[src/rtl/tae_pkg.sv]
package tae_pkg;

  typedef enum logic [3:0] {
    OP_NOP          = 4'd0,
    OP_LOAD         = 4'd1,
    OP_RD           = 4'd2,
    OP_RD_POSTINC   = 4'd3,
    OP_RD_POSTDEC   = 4'd4,
    OP_RD_PREINC    = 4'd5,
    OP_WR           = 4'd6,
    OP_WR_INC2      = 4'd7,
    OP_WR_PROG_INC2 = 4'd8,
    OP_WR_PROG      = 4'd9,
    OP_ERASE        = 4'd10
  } tae_op_e;

  typedef enum logic [1:0] {
    SW_PROG  = 2'd0,
    SW_CFG   = 2'd1,
    SW_ERASE = 2'd2
  } sweep_kind_e;

  typedef struct packed {
    logic        ptrLoad;
    logic        ptrInc1;
    logic        ptrDec1;
    logic        ptrInc2;
    logic        latchCap;
    logic        bufWrite;
    logic        bufClear;
    logic        sweepStart;
    sweep_kind_e sweepKind;
    logic        sweepStep;
    logic        useSweep;
  } tae_strobe_t;

endpackage

[src/rtl/tae_region.sv]
module tae_region #(
  parameter int ADDR_W     = 22,
  parameter int CODE_SMALL = 'h2000,
  parameter int CODE_LARGE = 'h4000,
  parameter int ID_BASE    = 'h200000,
  parameter int ID_BYTES   = 8,
  parameter int CFG_BASE   = 'h300000,
  parameter int CFG_BYTES  = 14,
  parameter logic [7:0] DEVID_LO = 8'h4C,
  parameter logic [7:0] DEVID_HI = 8'hA7
) (
  input  logic [ADDR_W-1:0] addr,
  input  logic              bigCode,
  output logic              mapped,
  output logic              inCfg,
  output logic [7:0]        constByte
);
  localparam logic [ADDR_W-1:0] codeSmallLim = ADDR_W'(CODE_SMALL);
  localparam logic [ADDR_W-1:0] codeLargeLim = ADDR_W'(CODE_LARGE);
  localparam logic [ADDR_W-1:0] idLo  = ADDR_W'(ID_BASE);
  localparam logic [ADDR_W-1:0] idHi  = ADDR_W'(ID_BASE + ID_BYTES);
  localparam logic [ADDR_W-1:0] cfgLo = ADDR_W'(CFG_BASE);
  localparam logic [ADDR_W-1:0] cfgHi = ADDR_W'(CFG_BASE + CFG_BYTES);
  localparam logic [ADDR_W-1:0] devTop = {ADDR_W{1'b1}};

  logic inCode, inId;

  always_comb begin
    inCode    = addr < (bigCode ? codeLargeLim : codeSmallLim);
    inId      = (addr >= idLo) && (addr < idHi);
    inCfg     = (addr >= cfgLo) && (addr < cfgHi);
    mapped    = inCode || inId || inCfg;
    constByte = 8'h00;
    if (addr == devTop)               constByte = DEVID_HI;
    else if (addr == devTop - 1'b1)   constByte = DEVID_LO;
  end
endmodule

[src/rtl/tae_datapath.sv]
module tae_datapath
  import tae_pkg::*;
#(
  parameter int ADDR_W    = 22,
  parameter int BUF_BYTES = 16,
  parameter int ROW_BYTES = 64
) (
  input  logic              clk,
  input  logic              rstN,
  input  logic              bigCode,
  input  tae_strobe_t       stb,
  input  logic [15:0]       cmdData,
  input  logic [ADDR_W-1:0] cmdAddr,
  input  logic [7:0]        memRdata,
  output logic [ADDR_W-1:0] tablePtr,
  output logic [7:0]        tableLatch,
  output logic [ADDR_W-1:0] memAddr,
  output logic [7:0]        memWdata,
  output logic              ptrMapped,
  output logic              ptrInCfg,
  output logic              sweepMapped,
  output logic              sweepLast
);
  localparam int IDX_W = $clog2(BUF_BYTES);
  localparam int SPAN  = (ROW_BYTES > BUF_BYTES) ? ROW_BYTES : BUF_BYTES;
  localparam int CNT_W = $clog2(SPAN);

  logic [ADDR_W-1:0] ptr, sweepAddr;
  logic [CNT_W-1:0]  sweepCnt;
  logic [7:0]        bufMem [BUF_BYTES];
  logic [7:0]        latchQ, ptrConst, sweepConst;
  sweep_kind_e       kind;
  logic              sweepInCfg;
  logic [IDX_W-1:0]  pairIdx;

  // Increment that never carries out of the lower half into the upper half
  function automatic logic [ADDR_W-1:0] advance(input logic [ADDR_W-1:0] p,
                                                input logic [1:0] stepBy);
    logic [ADDR_W-1:0] n;
    n = p + ADDR_W'(stepBy);
    if (!p[ADDR_W-1]) n[ADDR_W-1] = 1'b0;
    return n;
  endfunction

  tae_region #(.ADDR_W(ADDR_W)) u_ptrRegion (
    .addr(ptr), .bigCode(bigCode), .mapped(ptrMapped),
    .inCfg(ptrInCfg), .constByte(ptrConst));

  tae_region #(.ADDR_W(ADDR_W)) u_sweepRegion (
    .addr(sweepAddr), .bigCode(bigCode), .mapped(sweepMapped),
    .inCfg(sweepInCfg), .constByte(sweepConst));

  always_ff @(posedge clk or negedge rstN) begin
    if (!rstN)               ptr <= '0;
    else if (stb.ptrLoad)    ptr <= cmdAddr;
    else if (stb.ptrInc1)    ptr <= advance(ptr, 2'd1);
    else if (stb.ptrDec1)    ptr <= ptr - 1'b1;
    else if (stb.ptrInc2)    ptr <= advance(ptr, 2'd2);
  end

  always_ff @(posedge clk or negedge rstN) begin
    if (!rstN)             latchQ <= 8'h00;
    else if (stb.latchCap) latchQ <= ptrMapped ? memRdata : ptrConst;
  end

  assign pairIdx = {ptr[IDX_W-1:1], 1'b0};

  always_ff @(posedge clk or negedge rstN) begin
    if (!rstN) begin
      for (int i = 0; i < BUF_BYTES; i++) bufMem[i] <= 8'hFF;
    end else if (stb.bufClear) begin
      for (int i = 0; i < BUF_BYTES; i++) bufMem[i] <= 8'hFF;
    end else if (stb.bufWrite) begin
      bufMem[pairIdx]        <= cmdData[7:0];
      bufMem[pairIdx | 1'b1] <= cmdData[15:8];
    end
  end

  always_ff @(posedge clk or negedge rstN) begin
    if (!rstN) begin
      sweepAddr <= '0;
      sweepCnt  <= '0;
      kind      <= SW_PROG;
    end else if (stb.sweepStart) begin
      kind <= stb.sweepKind;
      unique case (stb.sweepKind)
        SW_ERASE: begin
          sweepAddr <= ptr & ~ADDR_W'(ROW_BYTES - 1);
          sweepCnt  <= CNT_W'(ROW_BYTES - 1);
        end
        SW_CFG: begin
          sweepAddr <= ptr;
          sweepCnt  <= '0;
        end
        default: begin
          sweepAddr <= ptr & ~ADDR_W'(BUF_BYTES - 1);
          sweepCnt  <= CNT_W'(BUF_BYTES - 1);
        end
      endcase
    end else if (stb.sweepStep) begin
      sweepAddr <= sweepAddr + 1'b1;
      sweepCnt  <= sweepCnt - 1'b1;
    end
  end

  assign sweepLast  = (sweepCnt == '0);
  assign memAddr    = stb.useSweep ? sweepAddr : ptr;
  assign memWdata   = (kind == SW_ERASE) ? 8'hFF : bufMem[sweepAddr[IDX_W-1:0]];
  assign tablePtr   = ptr;
  assign tableLatch = latchQ;

  // an increment from the lower half stays in the lower half
  a_r6_no_carry_up: assert property (@(posedge clk) disable iff (!rstN)
    (stb.ptrInc1 && !ptr[ADDR_W-1]) |=> !ptr[ADDR_W-1]);

  // the latch moves only on a capture strobe
  a_r2_latch_hold: assert property (@(posedge clk) disable iff (!rstN)
    !stb.latchCap |=> $stable(latchQ));

  // a single-byte sweep targets the configuration region
  a_r9_cfg_sweep_region: assert property (@(posedge clk) disable iff (!rstN)
    (stb.useSweep && kind == SW_CFG) |-> sweepInCfg);

  // bytes written through memory are never the fixed identification bytes
  a_r5_mapped_not_const: assert property (@(posedge clk) disable iff (!rstN)
    (stb.useSweep && sweepMapped) |-> (sweepConst == 8'h00));
endmodule

[src/rtl/tae_ctrl.sv]
module tae_ctrl
  import tae_pkg::*;
#(
  parameter int BUSY_CYCLES = 20
) (
  input  logic        clk,
  input  logic        rstN,
  input  logic        cmdValid,
  input  tae_op_e     cmdOp,
  input  logic        ptrMapped,
  input  logic        ptrInCfg,
  input  logic        sweepMapped,
  input  logic        sweepLast,
  input  logic        memAck,
  output logic        cmdReady,
  output logic        busy,
  output logic        memReq,
  output logic        memWe,
  output tae_strobe_t stb
);
  localparam int HOLD_W = $clog2(BUSY_CYCLES + 1);

  typedef enum logic [2:0] {S_IDLE, S_RD_START, S_RD_MEM, S_SWEEP, S_HOLD} state_e;

  state_e            state, nextState;
  tae_op_e           rdOp;
  logic              eraseRun;
  logic [HOLD_W-1:0] holdCnt;
  logic              sweepDone;

  always_comb begin
    stb       = '0;
    memReq    = 1'b0;
    memWe     = 1'b0;
    nextState = state;
    sweepDone = 1'b0;
    unique case (state)
      S_IDLE: if (cmdValid) begin
        unique case (cmdOp)
          OP_LOAD:       stb.ptrLoad = 1'b1;
          OP_RD, OP_RD_POSTINC, OP_RD_POSTDEC: nextState = S_RD_START;
          OP_RD_PREINC: begin
            stb.ptrInc1 = 1'b1;
            nextState   = S_RD_START;
          end
          OP_WR:         stb.bufWrite = 1'b1;
          OP_WR_INC2: begin
            stb.bufWrite = 1'b1;
            stb.ptrInc2  = 1'b1;
          end
          OP_WR_PROG, OP_WR_PROG_INC2: begin
            stb.bufWrite   = 1'b1;
            stb.sweepStart = 1'b1;
            stb.sweepKind  = ptrInCfg ? SW_CFG : SW_PROG;
            stb.ptrInc2    = (cmdOp == OP_WR_PROG_INC2);
            nextState      = S_SWEEP;
          end
          OP_ERASE: begin
            stb.sweepStart = 1'b1;
            stb.sweepKind  = SW_ERASE;
            nextState      = S_SWEEP;
          end
          default: ;
        endcase
      end
      S_RD_START, S_RD_MEM: begin
        if (state == S_RD_START && ptrMapped) begin
          nextState = S_RD_MEM;
        end else begin
          memReq = (state == S_RD_MEM);
          if (state == S_RD_START || memAck) begin
            stb.latchCap = 1'b1;
            stb.ptrInc1  = (rdOp == OP_RD_POSTINC);
            stb.ptrDec1  = (rdOp == OP_RD_POSTDEC);
            nextState    = S_IDLE;
          end
        end
      end
      S_SWEEP: begin
        stb.useSweep = 1'b1;
        memReq       = sweepMapped;
        memWe        = sweepMapped;
        sweepDone    = !sweepMapped || memAck;
        if (sweepDone) begin
          if (sweepLast) begin
            stb.bufClear = !eraseRun;
            nextState    = S_HOLD;
          end else begin
            stb.sweepStep = 1'b1;
          end
        end
      end
      S_HOLD: if (holdCnt == '0) nextState = S_IDLE;
      default: nextState = S_IDLE;
    endcase
  end

  always_ff @(posedge clk or negedge rstN) begin
    if (!rstN) begin
      state    <= S_IDLE;
      rdOp     <= OP_NOP;
      eraseRun <= 1'b0;
      holdCnt  <= '0;
    end else begin
      state <= nextState;
      if (state == S_IDLE && cmdValid) rdOp <= cmdOp;
      if (stb.sweepStart) eraseRun <= (stb.sweepKind == SW_ERASE);
      if (state == S_SWEEP && nextState == S_HOLD) holdCnt <= HOLD_W'(BUSY_CYCLES - 1);
      else if (state == S_HOLD && holdCnt != '0)   holdCnt <= holdCnt - 1'b1;
    end
  end

  assign cmdReady = (state == S_IDLE);
  assign busy     = (state == S_SWEEP) || (state == S_HOLD);

  // nothing is accepted during program/erase
  a_r11_refuse_busy: assert property (@(posedge clk) disable iff (!rstN)
    busy |-> !cmdReady);

  // an accepted erase raises busy on the next cycle
  a_r11_busy_after_erase: assert property (@(posedge clk) disable iff (!rstN)
    (cmdValid && cmdReady && cmdOp == OP_ERASE) |=> busy);

  // a request is held until acknowledged
  a_r12_req_hold: assert property (@(posedge clk) disable iff (!rstN)
    (memReq && !memAck) |=> memReq);
endmodule

[src/rtl/tbl_access_engine.sv]
module tbl_access_engine
  import tae_pkg::*;
#(
  parameter int ADDR_W      = 22,
  parameter int BUF_BYTES   = 16,
  parameter int ROW_BYTES   = 64,
  parameter int BUSY_CYCLES = 20
) (
  input  logic              clk,
  input  logic              rstN,
  input  logic              bigCode,
  input  logic              cmdValid,
  input  logic [3:0]        cmdOp,
  input  logic [15:0]       cmdData,
  input  logic [ADDR_W-1:0] cmdAddr,
  output logic              cmdReady,
  output logic              busy,
  output logic [ADDR_W-1:0] tablePtr,
  output logic [7:0]        tableLatch,
  output logic              memReq,
  output logic              memWe,
  output logic [ADDR_W-1:0] memAddr,
  output logic [7:0]        memWdata,
  input  logic              memAck,
  input  logic [7:0]        memRdata
);
  tae_strobe_t stb;
  logic ptrMapped, ptrInCfg, sweepMapped, sweepLast;

  tae_ctrl #(.BUSY_CYCLES(BUSY_CYCLES)) u_ctrl (
    .clk(clk), .rstN(rstN), .cmdValid(cmdValid), .cmdOp(tae_op_e'(cmdOp)),
    .ptrMapped(ptrMapped), .ptrInCfg(ptrInCfg), .sweepMapped(sweepMapped),
    .sweepLast(sweepLast), .memAck(memAck), .cmdReady(cmdReady), .busy(busy),
    .memReq(memReq), .memWe(memWe), .stb(stb));

  tae_datapath #(.ADDR_W(ADDR_W), .BUF_BYTES(BUF_BYTES), .ROW_BYTES(ROW_BYTES)) u_dp (
    .clk(clk), .rstN(rstN), .bigCode(bigCode), .stb(stb), .cmdData(cmdData),
    .cmdAddr(cmdAddr), .memRdata(memRdata), .tablePtr(tablePtr),
    .tableLatch(tableLatch), .memAddr(memAddr), .memWdata(memWdata),
    .ptrMapped(ptrMapped), .ptrInCfg(ptrInCfg), .sweepMapped(sweepMapped),
    .sweepLast(sweepLast));

  // address and data stay put while a request waits
  a_r12_addr_stable: assert property (@(posedge clk) disable iff (!rstN)
    (memReq && !memAck) |=> ($stable(memAddr) && $stable(memWdata) && $stable(memWe)));
endmodule

[config.mk]
export PLATFORM = sky130hd
export DESIGN_NAME = tbl_access_engine
export DESIGN_NICKNAME = d
export VERILOG_FILES = /design/src/rtl/tae_pkg.sv /design/src/rtl/tae_region.sv /design/src/rtl/tae_datapath.sv /design/src/rtl/tae_ctrl.sv /design/src/rtl/tbl_access_engine.sv
export SDC_FILE = /design/constraint.sdc
export NUM_CORES = 1
export LEC_CHECK = 0
export BUFFER_PORTS_ARGS = -buffer_cell sky130_fd_sc_hd__buf_2
export CAP_MARGIN = 20
export CORE_MARGIN = 2
export CORE_UTILIZATION = 60
export DETAILED_ROUTE_END_ITERATION = 16
export MAX_ROUTING_LAYER = met4
export PLACE_DENSITY = 0.78
export SLEW_MARGIN = 20
export SYNTH_ARGS = -nofsm -noshare
export SYNTH_HDL_FRONTEND = slang
export SYNTH_HIERARCHICAL = 1
export SYNTH_SLANG_ARGS = --single-unit
[constraint.sdc]
create_clock -name clk -period 10.6 [get_ports clk]
set_clock_uncertainty 0.15 [all_clocks]
set_input_delay 1.59 -clock clk [delete_from_list [all_inputs] [get_ports clk]]
set_output_delay 1.59 -clock clk [all_outputs]
set_load 0.02 [all_outputs]
Word-level counts from Yosys, hierarchy flattened
Index checks and enable logic that the tools add are counted.

cells by class
  muxes and demuxes = 69
  reduce and logical (&&, ||, !) cells = 32
  add/subtract/negate cells = 6
  bitwise gates (word level) = 3
  order comparisons = 15
  equal/unequal tests = 22

operator list
  cell                                                                   count
  128-bit bitwise mux                                                    2
  128-bit 2-to-1 mux                                                     2
  22-bit 2-to-1 mux                                                      7
  22-bit >= comparator, second input constant                            4
  22-bit less-than comparator, second input constant                     4
  8-bit demux with 4-bit select                                          2
  8-bit 2-to-1 mux                                                       7
  22-bit by 1-bit adder with 22-bit output, second input constant        2
  22-bit equality test, second input constant                            2
  8-bit binary-select mux with 4-bit select                              1
  3-bit 2-to-1 mux                                                       8
  6-bit case mux with 2 select lines                                     2
  22-bit by 2-bit adder with 22-bit output, second input constant        1
  22-bit by 15-bit less-than comparator with 1-bit output                1
  22-bit less-than comparator                                            1
  1-bit 2-to-1 mux                                                       22
  22-bit by 1-bit subtractor with 22-bit output, second input constant   1
  4-bit by 3-bit equality test with 1-bit output, second input constant  5
  5-bit >= comparator, second input constant                             3
  15-bit 2-to-1 mux                                                      1
  4-bit inverter with 5-bit output                                       3
  4-bit by 2-bit equality test with 1-bit output, second input constant  3
  4-bit equality test, second input constant                             3
  6-bit 2-to-1 mux                                                       2
  27 further kinds                                                       58

word-level totals
  bits of input ports = 55
  word-level logic and storage cells = 172
  register bits = 201
  output and inout port bits = 64

Depth between registers and ports, before layout
Gate-level depths: netlist of run 1.

  depth in word-level cells = 11
  gate-level depth with buffers = 15
  depth with buffers taken out = 13

Cells and area by module
Netlist of run 1, hierarchy kept.

by module, submodules not included
  module        area an instance (µm²)  cells an instance  instances  seq. area each (µm²)
  tae_datapath  10865.4                 1042               1          4864.7
  tae_ctrl      894.6                   96                 1          325.3
  tae_region    215.2                   34                 2          0.0

Worst setup path before layout of run 1
No wires, ideal clock.

  path kind = input to output
  from = input port bigCode
  to = output port memReq
  buffers on the path = 0
  required time = 8.860 ns
  stages = 7
  arrival time = 2.991 ns
  setup slack = 5.869 ns
  cells stage by stage = inv_1 > ha_1 > o21ai_0 > a21oi_1 > a211oi_1 > nor2b_1 > nor3b_1

between the ends
  elaborated cells between the ends (all ways) = 10
  classes of those cells = order compare: 2; mux: 3; reduce/logical: 5

RTL lines
  element                             line                     RTL
  from (decl)                         tbl_access_engine.sv:11  input logic bigCode,
  15-bit 2-to-1 mux                   tae_region.sv:29         inCode = addr < (bigCode ? codeLargeLim : codeSmallLim);
  22-bit less-than comparator         tae_region.sv:29
  1-bit logical OR (2 in series)      tae_region.sv:32         mapped = inCode || inId || inCfg;
  named net sweepMapped               tbl_access_engine.sv:28  logic ptrMapped, ptrInCfg, sweepMapped, sweepLast;
  1-bit case mux with 2 select lines  tae_ctrl.sv:37           unique case (state)
  to (decl)                           tbl_access_engine.sv:20  output logic memReq,

The timed path passes the listed nets, and every way through them passes these cells.

==> results of run 1 <==
[worst paths after layout]
check / start / endpoint / slack [ns] / cells after the start
max reg2reg: u_dp/tablePtr[14]$_DFFE_PN0P_ / u_dp/tablePtr[17]$_DFFE_PN0P_ / 5.89 / 14
max: bigCode / u_dp/tablePtr[17]$_DFFE_PN0P_ / 5.33 / 16
min: u_dp/bufMem[7]$_DFFE_PN1P_ / u_dp/bufMem[7]$_DFFE_PN1P_ / 0.34 / 2
min reg2reg: u_dp/bufMem[7]$_DFFE_PN1P_ / u_dp/bufMem[7]$_DFFE_PN1P_ / 0.34 / 2
max in group asynchronous: rstN / u_dp/kind[0]$_DFFE_PN0P_ / 7.39 / 3
min in group asynchronous: rstN / u_ctrl/rdOp[3]$_DFFE_PN0P_ / 0.96 / 1
[worst min-delay path: stages (launching register included)]
cell	delay (ns)
dfstp_2	0.36
nand2_1	0.05
nand3b_1	0.07
[flip-flops by register name, indices dropped and copies added (netlist names)]
name             cells
u_dp/bufMem        128
u_dp/sweepAddr      22
u_dp/tablePtr       22
u_dp/tableLatch      8
u_dp/sweepCnt        6
u_ctrl/holdCnt       5
u_ctrl/rdOp          4
u_ctrl/state         3
u_dp/kind            2
u_ctrl/eraseRun      1
[stage by stage]
| step | utilization, % | hold WS, ns | instance area [sq um] |
|---|---|---|---|
| 2_1_floorplan | - | 0.3107 | 12070 |
| 3_3_place_gp | 64.90 | 0.3262 | 12710 |
| 3_5_place_dp | 64.90 | 0.3302 | 12710 |
| 4_1_cts | 68.67 | 0.3382 | 13450 |
| 5_1_grt | 68.68 | 0.3523 | 13450 |
| 6_report | 68.68 | 0.3356 | 13450 |
[report_power, final]
| part | internal, mW | total, mW | switching [mW] |
|---|---|---|---|
| Clock | 0.474 | 0.787 | 0.313 |
| Sequential | 1.20 | 1.47 | 0.277 |
| Combinational | 0.675 | 1.39 | 0.717 |
| Total | 2.35 | 3.65 | 1.31 |
[layer usage]
metal | part of all wire, % | vias to the layer above | GRT usage, %
met3 | 8.4 | 73 | 4.765
met2 | 47 | 498 | 47.81
met4 | 3.0 | 0 | 8.725
li1 | - | 4414 | -
met5 | 0 | - | -
met1 | 42 | 4885 | 42.15
[area by class of cell]
type / instances / area, sq um / area share [%]
Clock inverter: 6 / 83.83 / 0.6231
Antenna cell: 1 / 2.502 / 0.01860
Tap cell: 265 / 331.6 / 2.464
Clock buffer: 33 / 653.1 / 4.854
Inverter: 23 / 86.33 / 0.6417
Sequential cell: 201 / 5191 / 38.58
Timing Repair Buffer: 142 / 779.5 / 5.794
Multi-Input combinational cell: 849 / 6326 / 47.02
==> run_results.csv, run 1 <==
group,metric,value,unit
outcome,status,"finished clean",
setup_path,start_kind,"input pin",
final_layout,drive_above_1_share,31.66,%
setup_path,required,10.89,ns
clocking,cts-root-buf,"clkbuf_16",
global_route,grt_overflow_total,0,
synth,synth_fp_nets,1257,
pwr,vdd_drop_max,0.2667,mV
sta,tightest_slew,1.086,ns
global_route,grt_first_pass_wirelength,51510,microns
die,start_util,61.61,%
drt,viasPerCell,6.493,
sta,min_period,5.265,ns
pwr,total_power,3.652,mW
sta,hold_viol_final,0,
clocking,cts_tree,"done",
clocking,cts_setup_buffers,0,
global_route,grt_pass1_vias,9382,
die,num_rows,51,
die,core-area,19590,sq um
synth,ys_warn_count,6,
die,num_io_pins,119,
die,die_h,145.8,microns
final_layout,area_growth,11.48,%
drt,route.detailed.drc,0,
setup_path,slowest_stage,"and4b_1",
setup_path,max_stage_delay,0.69,ns
placement,post-place-ws,4.856,ns
setup_path,path_delay_family,"simple AND/OR/NAND/NOR gates",
clocking,post_cts_resized,0,
drt,dr.pass1.iters,5,
clocking,clk_latency,0.52,ns
flow_run,drv_cap,0,
global_route,antenna_found_initial,1,
drt,drtIter0Drc,933,
placement,dp_cells,1480,
global_route,grt_max_degree,108,
clocking,numCtsBuffers,23,
sta,max_freq,189.9,MHz
placement,io_buffers,118,
final_layout,fillers,1525,
sta,setup_viol,0,
pwr,p_per_area,271.5,nW/um^2
synth,synth_cells,1188,
drt,dr_total_vias,9870,
clocking,clk_transition_reported_paths,0.06,ns
sta,rsz0062_at_grt,"no",
global_route,grt_use_total,30.72,%
setup_path,path_class,"input pin to flip-flop",
setup_path,path_cells,"buf_2 -> inv_1 -> ha_1 -> o21ai_0 -> a21oi_1 -> a211oi_2 -> buf_4 -> or3b_2 -> a21oi_1 -> buf_4 -> and4b_1 -> or4b_1 -> nor4_4 -> a31oi_1 -> or3_1 -> a31oi_1",
clocking,hold_buffers,0,
placement,gp_congestion,0.9459,
sta,setup_ws,5.335,ns
clocking,htree_levels,1,
sta,slew_headroom,27.60,%
die,die_area,21260,sq um
worst_hold_path,hold_class,"flip-flop to flip-flop",
final_layout,layout_common_cells,"dfstp_2, nor2b_1, buf_2, a211o_1, nand2_1",
sta,period_share,49.67,%
clocking,clk_path_buf_depth,3,
placement,hpwl,20280,microns
setup_path,crit_arrival,5.56,ns
setup_path,cp-end-kind,"flip-flop",
drt,drt_wl_total,32180,microns
pwr,p_leak,6.154,nW
sta,setup_tns,0,ns
die,die_w,145.8,microns
clocking,clkSinkCount,201,
synth,avgSynthCellArea,10.16,sq um
sta,slew_violations,0,
final_layout,instances_no_fill,1520,
final_layout,final_nets,1309,
drt,ant_nets,0,
synth,mappedNetlistArea,12070,sq um
setup_path,path_buf_inv,4,
drt,wire_per_inst,21.17,microns
final_layout,final_common_cell,"dfstp_2",
setup_path,critPathMaxFanout,22,
Note: power is estimated with default switching activity, not from simulation.
==> run 2, diff against run 1 <==
clock period = 5.4 ns   (was 10.6 ns; I/O delays follow)
==> run 2 against run 1 <==
First-iteration DRC count increased by 5.3%. Register-to-register slack worse by 5.1 ns. Clock power is 91% higher. Flip-flop and latch count is the same. Global-route usage is 0.17 points lower. Core utilization increased by 0.34 points. Clock-buffer cell count decreased by 1. Critical endpoint is now u_dp/tablePtr[20]$_DFFE_PN0P_.
==> run_results.csv, run 2 (synthesized netlist as in run 1, its figures left out) <==
group,metric,value,unit
final_layout,fillers,1500,
worst_hold_path,hold_class,"input pin to asynchronous set/reset pin",
global_route,grt_use_total,30.54,%
sta,hold_viol_final,0,
clocking,post_cts_resized,0,
sta,whs,0.2642,ns
flow_run,drv_cap,0,
sta,rsz0062_at_grt,"no",
die,num_rows,51,
pwr,switching_share,36.40,%
pwr,internal_power,4.540,mW
final_layout,multiInputGateArea,6331,sq um
global_route,grt_overflow_total,0,
sta,setup_ws,0.7462,ns
pwr,vdd_drop_max,0.4364,mV
final_layout,post-route-util,69.02,%
global_route,grt_first_pass_wirelength,51030,microns
pwr,p_per_area,527.9,nW/um^2
sta,min_period,4.654,ns
placement,hpwl,20060,microns
clocking,cts-root-buf,"clkbuf_16",
pwr,pwr-share-clk,21.0,%
clocking,clk_transition_reported_paths,0.06,ns
clocking,cts_setup_buffers,0,
pwr,switching_power,2.598,mW
setup_path,start_kind,"flip-flop",
pwr,p_leak,6.199,nW
die,core-area,19590,sq um
setup_path,critPathMaxFanout,24,
setup_path,required,5.67,ns
global_route,grt_pass1_vias,9534,
clocking,numCtsBuffers,23,
sta,setup_tns,0,ns
sta,slew_violations,0,
global_route,grt_max_degree,113,
setup_path,cp-startpoint,"u_dp/tablePtr[8]$_DFFE_PN0P_",
clocking,htree_levels,1,
setup_path,path_class,"flip-flop to flip-flop",
final_layout,largest_register_ffs,128,
pwr,p_comb_share,38.6,%
sta,slew_headroom,38.52,%
setup_path,reg2reg_slack,0.75,ns
drt,ant_nets,0,
clocking,clk_path_buf_depth,3,
die,die_area,21260,sq um
global_route,antenna_found_initial,1,
placement,gp_congestion,0.9370,
sta,setup_viol,0,
setup_path,worstReg2RegEnd,"u_dp/tablePtr[20]$_DFFE_PN0P_",
final_layout,area_growth,12.04,%
drt,drtIter0Drc,982,
die,start_util,61.61,%
drt,route.detailed.drc,0,
drt,dr.pass1.iters,6,
setup_path,rr_worst_depth,12,
drt,drt_wl_total,32160,microns
clocking,cts_tree,"done",
die,num_io_pins,119,
outcome,status,"finished clean",
sta,max_freq,214.9,MHz
die,die_w,145.8,microns
drt,wire_per_inst,21.02,microns
placement,post-place-ws,0.5993,ns
sta,period_share,86.18,%
final_layout,final_common_cell,"dfstp_2",
placement,io_buffers,118,
setup_path,crit_arrival,4.93,ns
final_layout,instances_no_fill,1530,
final_layout,layout_common_cells,"dfstp_2, nor2b_1, buf_2, a211o_1, nand2_1",
drt,dr_total_vias,9826,
setup_path,cp-end-kind,"flip-flop",
die,die_h,145.8,microns
placement,dp_cells,1487,
final_layout,final_nets,1316,
drt,viasPerCell,6.422,
setup_path,r2r-start,"u_dp/tablePtr[8]$_DFFE_PN0P_",
clocking,clk_latency,0.53,ns
clocking,hold_buffers,0,
final_layout,seq_area,5191,sq um
sta,tightest_slew,0.9222,ns
final_layout,top_register,"u_dp/bufMem",
clocking,clkSinkCount,201,
final_layout,drive_above_1_share,32.44,%
pwr,power_frac_seq,40.4,%
setup_path,setup.worst_path.end,"u_dp/tablePtr[20]$_DFFE_PN0P_",
## run 2: cell count changes in the layout (fill, tap and decap cells not counted), sizes merged
cell,before,now
clkbuf,34,33
buf,141,148
clkinv,3,8
clkinvlp,0,1
bufinv,2,0
## run 2: cell type report
class | count | share of cell area (%)
clock inverter | 10 | 0.4997
multi-input combinational | 849 | 46.82
antenna | 1 | 0.01851
tap | 265 | 2.452
sequential | 201 | 38.39
clock buffer | 32 | 4.876
timing repair buffer | 149 | 6.301
inverter | 23 | 0.6385
## run 2: stage by stage
| step | power, mW | instance area, sq um |
|---|---|---|
| after floorplan | 4.766 | 12070 |
| after global placement | 5.523 | 12760 |
| after detailed placement | 5.602 | 12790 |
| after CTS | 7.139 | 13510 |
| after global routing | 7.509 | 13520 |
| final | 7.138 | 13520 |
## run 2: worst min path at each step
| stage | cells past startpoint | endpoint |
|---|---|---|
| floorplan | 1 | u_ctrl/eraseRun$_DFFE_PN0P_ |
| global placement | 2 | u_dp/bufMem[9]$_DFFE_PN1P_ |
| detailed placement | 2 | u_dp/bufMem[13]$_DFFE_PN1P_ |
| CTS | 1 | u_dp/tableLatch[1]$_DFFE_PN0P_ |
| global route | 1 | u_dp/tableLatch[1]$_DFFE_PN0P_ |
| finish | 1 | u_dp/tableLatch[5]$_DFFE_PN0P_ |
## run 2: power groups by stage
stage / registers [mW] / clock network, mW / logic, mW
2_1_floorplan: 2.77 / 0 / 2.00
4_1_cts: 2.87 / 1.53 / 2.74
6_report: 2.89 / 1.50 / 2.75
3_5_place_dp: 2.89 / 0 / 2.71
5_1_grt: 2.96 / 1.59 / 2.96
3_3_place_gp: 2.87 / 0 / 2.66
## run 2: critical path, cell delays in order (launching register included)
cell and delay [ns]:
dfrtp_1 0.62, nor4_1 0.67, nand4_1 0.26, a211oi_2 0.24
buf_4 0.25, or3b_2 0.15, a21oi_1 0.09, a22o_1 0.50
or3b_1 0.56, a211o_1 0.35, nor4b_1 0.35, o2111ai_1 0.16
and3_1 0.19
## run 2: layer usage
| metal | vias to the layer above | global-route usage [%] | share of wire, % |
|---|---|---|---|
| met4 | 0 | 10.54 | 2.9 |
| li1 | 4428 | - | - |
| met2 | 444 | 48.58 | 48 |
| met5 | - | - | 0 |
| met1 | 4880 | 39.80 | 41 |
| met3 | 74 | 5.361 | 8.0 |
